$ cat config.mk
export PLATFORM = sky130hd
export DESIGN_NAME = mcyc_mul
export DESIGN_NICKNAME = d
export VERILOG_FILES = /design/src/rtl/mcm_pkg.sv /design/src/rtl/mcm_decode.sv /design/src/rtl/mcm_iter.sv /design/src/rtl/mcm_fix.sv /design/src/rtl/mcyc_mul.sv
export SDC_FILE = /design/constraint.sdc
export NUM_CORES = 1
export LEC_CHECK = 0
export ABC_AREA = 1
export BUFFER_PORTS_ARGS = -buffer_cell sky130_fd_sc_hd__buf_2
export CORE_UTILIZATION = 60
export DETAILED_ROUTE_END_ITERATION = 10
export PLACE_DENSITY = 0.78
export SLEW_MARGIN = 40
export SYNTH_ARGS = -nofsm -noshare
export SYNTH_HDL_FRONTEND = slang
export SYNTH_HIERARCHICAL = 1
export SYNTH_SLANG_ARGS = --single-unit
$ cat constraint.sdc
create_clock -name clk -period 5.2 [get_ports clk]
set_input_delay 0.52 -clock clk [delete_from_list [all_inputs] [get_ports clk]]
set_output_delay 0.52 -clock clk [all_outputs]
set_load 0.01 [all_outputs]
$ cat src/rtl/mcm_pkg.sv
package mcm_pkg;
  typedef enum logic [1:0] {
    K_LOW = 2'd0,
    K_UU  = 2'd1,
    K_SU  = 2'd2,
    K_SS  = 2'd3
  } mul_kind_e;

  typedef enum logic [1:0] {
    S_IDLE = 2'd0,
    S_RUN  = 2'd1,
    S_FIX  = 2'd2
  } mul_state_e;

  localparam logic [5:0] XOP_LOW = 6'h27;
  localparam logic [5:0] XOP_UU  = 6'h07;
  localparam logic [5:0] XOP_SU  = 6'h17;
endpackage

$ cat src/rtl/mcm_decode.sv
module mcm_decode
  import mcm_pkg::*;
#(
  parameter int OPXW = 6
) (
  input  logic            imm_form,
  input  logic [OPXW-1:0] xop,
  output logic            accept,
  output mul_kind_e       kind
);
  // bit 1 marks every multiply code; immediate form always multiplies
  always_comb begin
    accept = imm_form | xop[1];
    if (imm_form)                          kind = K_LOW;
    else if (xop == OPXW'(XOP_LOW))        kind = K_LOW;
    else if (xop == OPXW'(XOP_UU))         kind = K_UU;
    else if (xop == OPXW'(XOP_SU))         kind = K_SU;
    else                                   kind = K_SS;
  end
endmodule

$ cat src/rtl/mcm_iter.sv
module mcm_iter #(
  parameter int W = 32
) (
  input  logic         clk,
  input  logic         rst_n,
  input  logic         load,
  input  logic         step,
  input  logic [W-1:0] mplier_in,
  input  logic [W-1:0] mcand,
  output logic [W-1:0] lo,
  output logic [W-1:0] hi
);
  logic [W-1:0] lo_q, lo_d, hi_q, hi_d;
  logic [W-1:0] ml_q, ml_d, mh_q, mh_d;
  logic [W:0]   hsum;

  // low half walks the multiplier MSB-first, high half walks it LSB-first
  always_comb begin
    lo_d = lo_q;
    hi_d = hi_q;
    ml_d = ml_q;
    mh_d = mh_q;
    hsum = {1'b0, hi_q} + (mh_q[0] ? {1'b0, mcand} : '0);
    if (load) begin
      lo_d = '0;
      hi_d = '0;
      ml_d = mplier_in;
      mh_d = mplier_in;
    end else if (step) begin
      lo_d = {lo_q[W-2:0], 1'b0} + (ml_q[W-1] ? mcand : '0);
      hi_d = hsum[W:1];
      ml_d = {ml_q[W-2:0], 1'b0};
      mh_d = {1'b0, mh_q[W-1:1]};
    end
  end

  always_ff @(posedge clk or negedge rst_n) begin
    if (!rst_n) begin
      lo_q <= '0;
      hi_q <= '0;
      ml_q <= '0;
      mh_q <= '0;
    end else begin
      lo_q <= lo_d;
      hi_q <= hi_d;
      ml_q <= ml_d;
      mh_q <= mh_d;
    end
  end

  assign lo = lo_q;
  assign hi = hi_q;
endmodule

$ cat src/rtl/mcm_fix.sv
module mcm_fix
  import mcm_pkg::*;
#(
  parameter int W = 32
) (
  input  mul_kind_e    kind,
  input  logic [W-1:0] opa,
  input  logic [W-1:0] opb,
  input  logic [W-1:0] lo,
  input  logic [W-1:0] hi_uu,
  output logic [W-1:0] res
);
  logic [W-1:0] hi_su, hi_ss;

  always_comb begin
    hi_su = hi_uu - (opa[W-1] ? opb : '0);
    hi_ss = hi_su - (opb[W-1] ? opa : '0);
    unique case (kind)
      K_LOW:   res = lo;
      K_UU:    res = hi_uu;
      K_SU:    res = hi_su;
      default: res = hi_ss;
    endcase
  end
endmodule

$ cat src/rtl/mcyc_mul.sv
module mcyc_mul
  import mcm_pkg::*;
#(
  parameter int W    = 32,
  parameter int IMMW = 16,
  parameter int OPXW = 6
) (
  input  logic            clk,
  input  logic            rst_n,
  input  logic            start_i,
  input  logic            imm_form_i,
  input  logic [OPXW-1:0] xop_i,
  input  logic [W-1:0]    src_a_i,
  input  logic [W-1:0]    src_b_i,
  input  logic [IMMW-1:0] imm_i,
  output logic            busy_o,
  output logic            done_o,
  output logic [W-1:0]    result_o
);
  localparam int CNTW = $clog2(W);
  localparam logic [CNTW-1:0] LAST = CNTW'(W - 1);

  mul_state_e     st_q, st_d;
  logic [CNTW-1:0] cnt_q, cnt_d;
  logic [W-1:0]   a_q, b_q, res_q, b_in, lo, hi, res_fix;
  mul_kind_e      kind_q, kind_in;
  logic           done_q, accept, load, step;

  assign b_in = imm_form_i ? {{(W-IMMW){imm_i[IMMW-1]}}, imm_i} : src_b_i;
  assign load = (st_q == S_IDLE) && start_i && accept;
  assign step = (st_q == S_RUN);

  mcm_decode #(.OPXW(OPXW)) u_dec (
    .imm_form(imm_form_i), .xop(xop_i), .accept(accept), .kind(kind_in)
  );

  mcm_iter #(.W(W)) u_iter (
    .clk(clk), .rst_n(rst_n), .load(load), .step(step),
    .mplier_in(b_in), .mcand(a_q), .lo(lo), .hi(hi)
  );

  mcm_fix #(.W(W)) u_fix (
    .kind(kind_q), .opa(a_q), .opb(b_q), .lo(lo), .hi_uu(hi), .res(res_fix)
  );

  always_comb begin
    st_d  = st_q;
    cnt_d = cnt_q;
    unique case (st_q)
      S_IDLE: if (load) begin
        st_d  = S_RUN;
        cnt_d = '0;
      end
      S_RUN: begin
        cnt_d = cnt_q + 1'b1;
        if (cnt_q == LAST) st_d = S_FIX;
      end
      S_FIX:   st_d = S_IDLE;
      default: st_d = S_IDLE;
    endcase
  end

  always_ff @(posedge clk or negedge rst_n) begin
    if (!rst_n) begin
      st_q   <= S_IDLE;
      cnt_q  <= '0;
      done_q <= 1'b0;
      a_q    <= '0;
      b_q    <= '0;
      kind_q <= K_LOW;
      res_q  <= '0;
    end else begin
      st_q   <= st_d;
      cnt_q  <= cnt_d;
      done_q <= (st_q == S_FIX);
      if (load) begin
        a_q    <= src_a_i;
        b_q    <= b_in;
        kind_q <= kind_in;
      end
      if (st_q == S_FIX) res_q <= res_fix;
    end
  end

  assign busy_o   = (st_q != S_IDLE);
  assign done_o   = done_q;
  assign result_o = res_q;
endmodule

==> results.py, run 1 <==
metrics = {
    "route": {
        "drt_iter0_drc": 2259,
        "final_routed_wire_length_divided_by_cell_count_um": 19.0,
        "dr_wl_met2_um": 31100,
        "route.vias.total": 21200,
        "wl_met3_um": 7240,
        "mean_number_of_vias_per_cell": 5.83,
        "ant_nets": 0,
        "drc_errors": 0,
        "route.layer.met1.wl_um": 27400,
        "firstDrtPassIters": 6,
        "route.final.wire_length_um": 68900,
        "top_layer": "met4",
    },
    "cts": {
        "post_cts.resized_instances": 0,
        "path_clk_slew_ns": 0.06,
        "numCtsBuffers": 27,
        "htree_num_levels": 1,
        "cts.sink_count": 234,
        "tritoncts": "built",
        "clkLatencyLatePin_ns": 0.57,
        "cts_root_buf": "sky130_fd_sc_hd__clkbuf_16",
        "clk_path_buf_depth": 3,
    },
    "synthesis": {
        "async_reset_ff_share_pct": 100,
        "synth_ff_type": "sky130_fd_sc_hd__dfrtp_1",
        "yosysUniqueCellTypes": 53,
        "netlist.top_cell.by_area": "sky130_fd_sc_hd__dfrtp_1",
        "synth_area_sq_um": 19600,
        "synth-edff-count": 0,
        "synth_area_per_cell_sq_um": 6.35,
        "yosys-top-cells-count": "sky130_fd_sc_hd__nand2_1, sky130_fd_sc_hd__inv_1, sky130_fd_sc_hd__dfrtp_1, sky130_fd_sc_hd__nand3_1, sky130_fd_sc_hd__nor2_1",
        "synth_top_area_share_pct": 29.9,
        "yosysWarningCount": 6,
        "netlist_instances": 3087,
        "ys_ff_latch": 234,
        "most_repeated_cell_in_the_gate_level_netlist_after_synthesis": "sky130_fd_sc_hd__nand2_1",
        "post_synth_main_area_contributors": "sky130_fd_sc_hd__dfrtp_1, sky130_fd_sc_hd__nand2_1, sky130_fd_sc_hd__inv_1, sky130_fd_sc_hd__ha_1, sky130_fd_sc_hd__nand3_1",
        "synthesized_net_count": 3304,
        "sequential_to_total_area_share_from_yosys_stat_pct": 29.9,
    },
    "critical_path": {
        "crit_type": "register to register",
        "crit_fanout": 23,
        "critical_path_required_ns": 5.69,
        "arrival_ns": 5.16,
        "crit_path_start_kind": "register",
        "reg2reg_setup_slack_ns": 0.53,
        "timing.critical_path.to_type": "register",
    },
    "sta": {
        "max_freq_ghz": 0.214,
        "layout_worst_path_cycle_share_pct": 89.7,
        "grt_setup_unrepaired": "no",
        "period_needed_ns": 4.67,
        "total_negative_setup_slack_ns": 0,
        "final-setup-viol-count": 0,
        "slew_headroom_pct": 43.3,
        "skew_ns": 0.0201,
        "pin_slew_with_the_least_headroom_to_its_limit_ns": 0.850,
        "number_of_endpoints_with_negative_hold_slack_in_the_final_report": 0,
        "slew_violations": 0,
    },
    "final_layout": {
        "syn2layout_area_growth_pct": 9.96,
        "num_antenna_cells": 0,
        "post_route_cells_drive_above_1_share_pct": 9.32,
        "n_fill_cell": 2767,
        "final_net_count": 3394,
    },
    "floorplanning": {
        "floorplan.die.height_um": 183,
        "die_width_um": 183,
        "i_o_pin_total": 124,
        "core_sq_um": 31800,
        "die-area_sq_um": 33400,
        "initial_utilization_pct": 61.6,
        "rows": 65,
    },
    "global_routing": {
        "first_pass_grt_wire_length_um": 107000,
        "grt_usage_pct": 41.5,
        "gr-total-overflow": 0,
        "grt_start_max_net_pins": 103,
        "antenna_found_initial": 1,
        "grt_pass1_vias": 20300,
    },
    "outcome": {
        "status": "finished, final reports clean",
    },
    "placed_design": {
        "place.port_buffers": 123,
        "routabilityCongestion": 0.997,
        "dp.final_hpwl_um": 53500,
    },
    "flow_run": {
        "drv.max_cap_violation_count": 0,
    },
    "min_path": {
        "hold_path.class": "primary input to register",
    },
}
-- path summary, 6_finish.rpt --
kind | cells after the start | from | endpoint
max | 21 | a_q[31] | result_o[31]
min | 3 | src_a_i[26] | a_q[26]
max reg2reg | 21 | a_q[31] | result_o[31]
min reg2reg | 2 | result_o[22] | result_o[22]
max in group asynchronous | 4 | rst_n | a_q[27]
min in group asynchronous | 2 | rst_n | u_iter/mh_q[8]
-- flip-flops by register name, indices dropped and copies added (netlist names) --
signal	flops
a_q	32
u_iter/hi	32
kind_q	2
cnt_q	5
u_iter/lo	32
b_q	32
u_iter/ml_q	32
st_q	2
u_iter/mh_q	32
result_o	32
done_o	1
-- cells by family (layout without fill, tap and decap cells) --
kind of cell,Yosys count,after routing,synth area share [%]
AO/OA/AOI/OAI,343,343,10.7
XOR/XNOR,59,59,2.64
adder cells (fa/ha/maj),127,127,8.27
buffers and inverters,585,694,11.5
flip-flops,234,234,29.9
AND/OR/NAND/NOR,1739,1739,37.0
-- what timing repair did --
item | in CTS | in global routing
setup buffers | 0 | 0
hold endpoints to repair | 61 | 0
hold buffers | 1 | 0
-- layout by cell type, fill, tap and decap left out, types with 10 or more instances in the layout --
cell                        netlist  final
sky130_fd_sc_hd__xnor2_1         28     28
sky130_fd_sc_hd__nand2_2         31     31
sky130_fd_sc_hd__nand2_1       1294   1294
sky130_fd_sc_hd__nand3_2         13     13
sky130_fd_sc_hd__ha_1           123    123
sky130_fd_sc_hd__xor2_1          31     31
sky130_fd_sc_hd__nor2_1         135    132
sky130_fd_sc_hd__clkbuf_16        0     27
sky130_fd_sc_hd__inv_1          491    489
sky130_fd_sc_hd__nor2_2          21     23
sky130_fd_sc_hd__o221ai_1        60     60
sky130_fd_sc_hd__nand4_1         33     33
sky130_fd_sc_hd__o21ai_0         92     92
sky130_fd_sc_hd__nand3b_1        10     10
sky130_fd_sc_hd__o21bai_1        10     10
sky130_fd_sc_hd__inv_2           12     13
sky130_fd_sc_hd__buf_2           23    122
sky130_fd_sc_hd__dfrtp_1        234    234
sky130_fd_sc_hd__a21oi_1        119    119
sky130_fd_sc_hd__nor3_1          16     16
sky130_fd_sc_hd__o21ai_1         18     18
sky130_fd_sc_hd__nand3_1        161    161
sky130_fd_sc_hd__buf_4            6     17
-- routing by layer --
| layer | up-vias | track usage (%) |
|---|---|---|
| met5 | - | 0 |
| met1 | 9780 | 54.5 |
| met2 | 1291 | 68.3 |
| met4 | 0 | 17.2 |
| li1 | 9871 | - |
| met3 | 220 | 6.17 |
-- final cells by class --
class                           count  area [sq um]  area share, %
Multi-Input combinational cell   2268         11500           53.4
Sequential cell                   234          5860           27.2
Inverter                          503          1890           8.78
Timing Repair Buffer              143           811           3.76
Clock buffer                       36           759           3.53
Tap cell                          435           544           2.53
Clock inverter                     12           180          0.836
-- worst max-delay path: stages (launching register included) --
cell,delay [ns]
sky130_fd_sc_hd__dfrtp_1,0.65
sky130_fd_sc_hd__buf_4,0.38
sky130_fd_sc_hd__nand2_1,0.24
sky130_fd_sc_hd__ha_1,0.40
sky130_fd_sc_hd__inv_1,0.12
sky130_fd_sc_hd__nor3_1,0.60
sky130_fd_sc_hd__nand4_1,0.33
sky130_fd_sc_hd__o211ai_1,0.21
sky130_fd_sc_hd__xor2_1,0.33
sky130_fd_sc_hd__ha_1,0.26
sky130_fd_sc_hd__inv_1,0.09
sky130_fd_sc_hd__nor3_1,0.24
sky130_fd_sc_hd__inv_1,0.08
sky130_fd_sc_hd__nor2_2,0.12
sky130_fd_sc_hd__nand3_1,0.10
sky130_fd_sc_hd__nand3_1,0.10
sky130_fd_sc_hd__nand2_1,0.05
sky130_fd_sc_hd__nand2_1,0.05
sky130_fd_sc_hd__nand2_1,0.05
sky130_fd_sc_hd__nand2_1,0.07
sky130_fd_sc_hd__nand2_1,0.05
sky130_fd_sc_hd__nand2_1,0.07
-- per-stage QoR --
step	setup slack, ns	util [%]	hold WS (ns)	instances	cell area, sq um
final	0.534	67.7	0.149	3631	21500
after global placement	0.783	64.6	0.457	3581	20600
after CTS	0.678	67.7	0.152	3631	21500
after floorplan	1.40	-	0.224	3087	19600
after detailed placement	0.719	64.7	0.460	3582	20600
after global routing	0.239	67.7	0.161	3631	21500
Power of run 1 is not shown: default switching activity piles up to over one toggle a cycle in this logic, so the estimate is an artifact.
==> inputs of run 2 (changes only) <==
--- a/config.mk
+++ b/config.mk
@@ -9,6 +9,7 @@
 export BUFFER_PORTS_ARGS = -buffer_cell sky130_fd_sc_hd__buf_2
 export CORE_UTILIZATION = 60
 export DETAILED_ROUTE_END_ITERATION = 10
+export MAX_ROUTING_LAYER = met4
 export PLACE_DENSITY = 0.78
 export SLEW_MARGIN = 40
 export SYNTH_ARGS = -nofsm -noshare
==> results.py, run 2 (same netlist as run 1, synthesis figures left out) <==
metrics = {
    "sta": {
        "pin_slew_with_the_least_headroom_to_its_limit_ns": 0.834,
        "hold_slack_ns": 0.154,
        "number_of_endpoints_with_negative_hold_slack_in_the_final_report": 0,
        "layout_worst_path_cycle_share_pct": 88.2,
        "slew_headroom_pct": 44.1,
        "slew_violations": 0,
        "final-setup-viol-count": 0,
        "skew_ns": 0.0117,
        "max_freq_ghz": 0.218,
        "grt_setup_unrepaired": "no",
        "finalWorstSetupSlack_ns": 0.614,
        "total_negative_setup_slack_ns": 0,
        "period_needed_ns": 4.59,
    },
    "final_layout": {
        "syn2layout_area_growth_pct": 9.66,
        "num_antenna_cells": 0,
        "layout.cells.most_common_list": "sky130_fd_sc_hd__nand2_1, sky130_fd_sc_hd__inv_1, sky130_fd_sc_hd__dfrtp_1, sky130_fd_sc_hd__nand3_1, sky130_fd_sc_hd__nor2_1",
        "core_occupancy_in_the_finished_layout_pct": 67.6,
        "post_route_cells_drive_above_1_share_pct": 9.26,
        "layout.cells.most_common": "sky130_fd_sc_hd__nand2_1",
        "n_fill_cell": 2777,
        "final_net_count": 3394,
    },
    "critical_path": {
        "regToRegStartpoint": "a_q[31]",
        "critical_path_required_ns": 5.69,
        "crit_type": "register to register",
        "arrival_ns": 5.08,
        "crit_path_start_kind": "register",
        "cp-startpoint": "a_q[31]",
        "crit_fanout": 22,
        "ff2ff_path_depth": 21,
        "reg2reg_setup_slack_ns": 0.61,
        "crit-reg2reg-capture": "result_o[31]",
        "critical_path.endpoint": "result_o[31]",
        "timing.critical_path.to_type": "register",
    },
    "global_routing": {
        "first_pass_grt_wire_length_um": 107000,
        "grt_usage_pct": 42.5,
        "antenna_found_initial": 0,
        "grt_pass1_vias": 20100,
        "grt_start_max_net_pins": 108,
        "gr-total-overflow": 0,
    },
    "flow_run": {
        "drv.max_cap_violation_count": 0,
    },
    "floorplanning": {
        "rows": 65,
        "die-area_sq_um": 33400,
        "i_o_pin_total": 124,
        "core_sq_um": 31800,
        "initial_utilization_pct": 61.6,
        "floorplan.die.height_um": 183,
        "die_width_um": 183,
    },
    "cts": {
        "htree_num_levels": 1,
        "path_clk_slew_ns": 0.06,
        "cts.sink_count": 234,
        "tritoncts": "built",
        "clk_path_buf_depth": 3,
        "clkLatencyLatePin_ns": 0.56,
        "cts_root_buf": "sky130_fd_sc_hd__clkbuf_16",
        "post_cts.resized_instances": 0,
        "numCtsBuffers": 26,
    },
    "min_path": {
        "hold_path.class": "primary input to register",
    },
    "placed_design": {
        "dp_slack_ns": 0.751,
        "dp.final_hpwl_um": 53100,
        "routabilityCongestion": 1.06,
        "place.port_buffers": 123,
    },
    "route": {
        "drc_errors": 0,
        "final_routed_wire_length_divided_by_cell_count_um": 18.7,
        "ant_nets": 0,
        "route.final.wire_length_um": 67800,
        "route.vias.total": 20900,
        "drt_iter0_drc": 2372,
        "mean_number_of_vias_per_cell": 5.75,
        "firstDrtPassIters": 6,
    },
    "outcome": {
        "status": "finished, final reports clean",
    },
}
==> run 2: cell type report <==
type	count	area (sq um)	share of cell area [%]
multi-input combinational	2268	11500	53.5
sequential	234	5860	27.3
inverter	503	1890	8.80
clock buffer	41	808	3.76
timing repair buffer	144	818	3.81
clock inverter	6	67.6	0.315
tap	435	544	2.53
==> run 2: critical path, stage by stage, from the launching register on <==
cell and delay [ns]:
sky130_fd_sc_hd__dfrtp_1 0.64, sky130_fd_sc_hd__buf_4 0.38, sky130_fd_sc_hd__nand2_1 0.22, sky130_fd_sc_hd__ha_1 0.39
sky130_fd_sc_hd__inv_1 0.10, sky130_fd_sc_hd__nor3_1 0.58, sky130_fd_sc_hd__nand4_1 0.31, sky130_fd_sc_hd__o211ai_1 0.20
sky130_fd_sc_hd__xor2_1 0.14, sky130_fd_sc_hd__ha_1 0.38, sky130_fd_sc_hd__inv_1 0.10, sky130_fd_sc_hd__nor3_1 0.26
sky130_fd_sc_hd__inv_1 0.10, sky130_fd_sc_hd__nor2_2 0.13, sky130_fd_sc_hd__nand3_1 0.11, sky130_fd_sc_hd__nand3_1 0.10
sky130_fd_sc_hd__nand2_1 0.05, sky130_fd_sc_hd__nand2_1 0.05, sky130_fd_sc_hd__nand2_1 0.04, sky130_fd_sc_hd__nand2_1 0.08
sky130_fd_sc_hd__nand2_1 0.06, sky130_fd_sc_hd__nand2_1 0.07
==> run 2: worst min-delay path by stage <==
stage                  from               to  slack (ns)  depth (start not counted)
3_3_place_gp   result_o[22]     result_o[22]        0.46                          2
2_1_floorplan         rst_n           a_q[0]        0.22                          0
5_1_grt          src_a_i[2]           a_q[2]        0.16                          3
3_5_place_dp          rst_n  u_iter/ml_q[10]        0.46                          1
6_report        src_a_i[30]          a_q[30]        0.15                          3
4_1_cts         src_a_i[30]          a_q[30]        0.15                          3
==> run 2: metal layers <==
layer | part of all wire (%) | global-route usage [%] | vias to the layer above | wire [um]
met5 | 0 | - | - | 0
met4 | 4.6 | 16.2 | 0 | 3100
met3 | 11 | 6.73 | 198 | 7230
met2 | 45 | 67.2 | 1205 | 30200
met1 | 40 | 54.7 | 9586 | 27300
li1 | - | - | 9875 | -
==> run 2: metrics by stage <==
step	instances	area [sq um]
finish	3631	21500
global route	3631	21500
CTS	3631	21500
detailed placement	3583	20600
global placement	3582	20600
floorplan	3087	19600
==> run 2: what timing repair did <==
action | in CTS | in global routing
setup endpoints to repair | 0 | 0
hold endpoints to repair | 56 | 0
setup buffers | 0 | 0
hold buffers | 1 | 0
Power of run 2 is left out for the same reason.
==> inputs of run 3 (changes only) <==
--- a/config.mk
+++ b/config.mk
@@ -7,10 +7,13 @@
 export LEC_CHECK = 0
 export ABC_AREA = 1
 export BUFFER_PORTS_ARGS = -buffer_cell sky130_fd_sc_hd__buf_2
-export CORE_UTILIZATION = 60
+export CELL_PAD_IN_SITES_DETAIL_PLACEMENT = 1
+export CELL_PAD_IN_SITES_GLOBAL_PLACEMENT = 1
+export CORE_ASPECT_RATIO = 0.9
+export CORE_UTILIZATION = 44
 export DETAILED_ROUTE_END_ITERATION = 10
 export MAX_ROUTING_LAYER = met4
-export PLACE_DENSITY = 0.78
+export PLACE_DENSITY = 0.8
 export SLEW_MARGIN = 40
 export SYNTH_ARGS = -nofsm -noshare
 export SYNTH_HDL_FRONTEND = slang
==> results.py, run 3 (same netlist as run 1, synthesis figures left out) <==
metrics = {
    "route": {
        "drt_iter0_drc": 1679,
        "firstDrtPassIters": 7,
        "drc_errors": 0,
        "ant_nets": 0,
        "route.final.wire_length_um": 79600,
        "final_routed_wire_length_divided_by_cell_count_um": 20.9,
        "route.vias.total": 20900,
        "mean_number_of_vias_per_cell": 5.48,
    },
    "critical_path": {
        "ff2ff_path_depth": 24,
        "critical_path.n_buffers_inverters": 2,
        "arrival_ns": 5.14,
        "critical-path-top-cell-by-count": "sky130_fd_sc_hd__nand2_1",
        "crit_fanout": 18,
        "crit_path_top_delay_cell": "sky130_fd_sc_hd__dfrtp_1",
        "cells_traversed_along_the_worst_timing_path": "nand2_1 > inv_1 > ha_1 > inv_1 > fa_1 > xor2_1 > ha_1 > nand3_1 > nand2_1 > nand2_1 > nand2_1 > a21oi_1 > o21ai_0 > nand2_1 > nand3_1 > a21boi_0 > nand3_1 > nand3_1 > nand2_1 > nand2_1 > nand2_1 > nand2_1 > nand2_1 > nand2_1",
        "crit_type": "register to register",
        "crit_family": "simple AND/OR/NAND/NOR gates",
        "crit_path_start_kind": "register",
        "critical_path_required_ns": 5.71,
        "timing.critical_path.to_type": "register",
        "timing.critical_path.slowest_cell_delay_ns": 0.70,
        "crit_cells": 24,
    },
    "global_routing": {
        "gr-total-overflow": 0,
        "grt_pass1_vias": 21700,
        "met3_use_gr_pct": 6.28,
        "first_pass_grt_wire_length_um": 124000,
        "grt_start_max_net_pins": 107,
        "grt_use_met2_pct": 55.9,
        "grt_util_met1_pct": 49.4,
        "busiest_layer": "met2",
        "grt_usage_pct": 36.5,
        "antenna_found_initial": 3,
    },
    "cts": {
        "tritoncts": "built",
        "numCtsBuffers": 29,
        "clk_path_buf_depth": 3,
        "path_clk_slew_ns": 0.06,
        "cts_post_setup_buffers_inserted": 0,
        "clkLatencyLatePin_ns": 0.60,
        "cts_root_buf": "sky130_fd_sc_hd__clkbuf_16",
        "cts.sink_count": 234,
        "htree_num_levels": 1,
    },
    "floorplanning": {
        "core_sq_um": 43400,
        "rows": 72,
        "die_width_um": 224,
        "floorplan.die.height_um": 202,
        "i_o_pin_total": 124,
        "initial_utilization_pct": 45.1,
        "die-area_sq_um": 45400,
    },
    "final_layout": {
        "n_fill_cell": 5999,
        "instances_no_fill": 3807,
        "final_net_count": 3408,
        "postLayoutCellArea_sq_um": 21900,
        "layout.area.seq_sq_um": 5860,
        "post_route_cells_drive_above_1_share_pct": 9.84,
        "layout.cells.most_common_list": "sky130_fd_sc_hd__nand2_1, sky130_fd_sc_hd__inv_1, sky130_fd_sc_hd__dfrtp_1, sky130_fd_sc_hd__nand3_1, sky130_fd_sc_hd__nor2_1",
        "multi_input_comb_area_sq_um": 11500,
        "syn2layout_area_growth_pct": 11.9,
        "layout.cells.most_common": "sky130_fd_sc_hd__nand2_1",
        "core_occupancy_in_the_finished_layout_pct": 50.5,
    },
    "placed_design": {
        "dp.final_hpwl_um": 63800,
        "place_area_sq_um": 20800,
        "place.port_buffers": 123,
        "place_inst": 3750,
        "routabilityCongestion": 1.05,
    },
    "sta": {
        "slew_headroom_pct": 44.1,
        "grt_setup_unrepaired": "no",
        "max_freq_ghz": 0.216,
        "total_negative_setup_slack_ns": 0,
        "layout_worst_path_cycle_share_pct": 89.0,
        "skew_ns": 0.0354,
        "number_of_endpoints_with_negative_hold_slack_in_the_final_report": 0,
        "final-setup-viol-count": 0,
        "pin_slew_with_the_least_headroom_to_its_limit_ns": 0.838,
        "period_needed_ns": 4.63,
        "slew_violations": 0,
    },
    "outcome": {
        "status": "finished, final reports clean",
    },
    "flow_run": {
        "drv.max_cap_violation_count": 0,
    },
    "min_path": {
        "timing.hold.worst_path_depth": 3,
        "hold_path.class": "primary input to register",
    },
}
-- run 3: worst paths after layout --
check | start | end | slack, ns
worst max register to register | a_q[31] | result_o[27] | 0.57
worst max-delay path | a_q[31] | result_o[27] | 0.57
min in group asynchronous | rst_n | u_iter/mh_q[13] | 0.40
worst min register to register | result_o[4] | result_o[4] | 0.47
worst min-delay path | src_a_i[23] | a_q[23] | 0.12
max in group asynchronous | rst_n | a_q[25] | 3.63
-- run 3: metrics by stage --
stage | hold WS [ns] | setup WS [ns]
3_3_place_gp | 0.460 | 0.769
5_1_grt | 0.115 | 0.214
6_report | 0.116 | 0.572
4_1_cts | 0.00669 | 0.693
2_1_floorplan | 0.224 | 1.40
3_5_place_dp | 0.460 | 0.719
-- run 3: area by class of cell --
cell class	count	share of cell area, %
multi-input combinational	2268	52.5
tap	592	3.38
timing repair buffer	155	4.12
clock inverter	15	0.971
sequential	234	26.7
clock buffer	38	3.69
antenna	2	0.0228
inverter	503	8.63
-- run 3: timing repair --
item                                    4_1_cts  5_1_grt
hold buffers                                  0        1
hold endpoints to repair                      0       32
endpoints found under the setup margin        0        0
gates resized for setup                       0        0
-- run 3: per-layer routing --
layer  wire length, um  up-vias  share of wire [%]
met5                 0        -                  0
met4              2300        0                2.9
met3              5430      111                6.8
met2             35400      612                 45
met1             36400    10300                 46
li1                  -     9893                  -
-- run 3: tightest hold or removal path, delay by kind of cell --
family | cells | cell delay [ns]
buf+inv | 1 | 0.07
simple gates | 2 | 0.08
Power of run 3 is left out for the same reason.
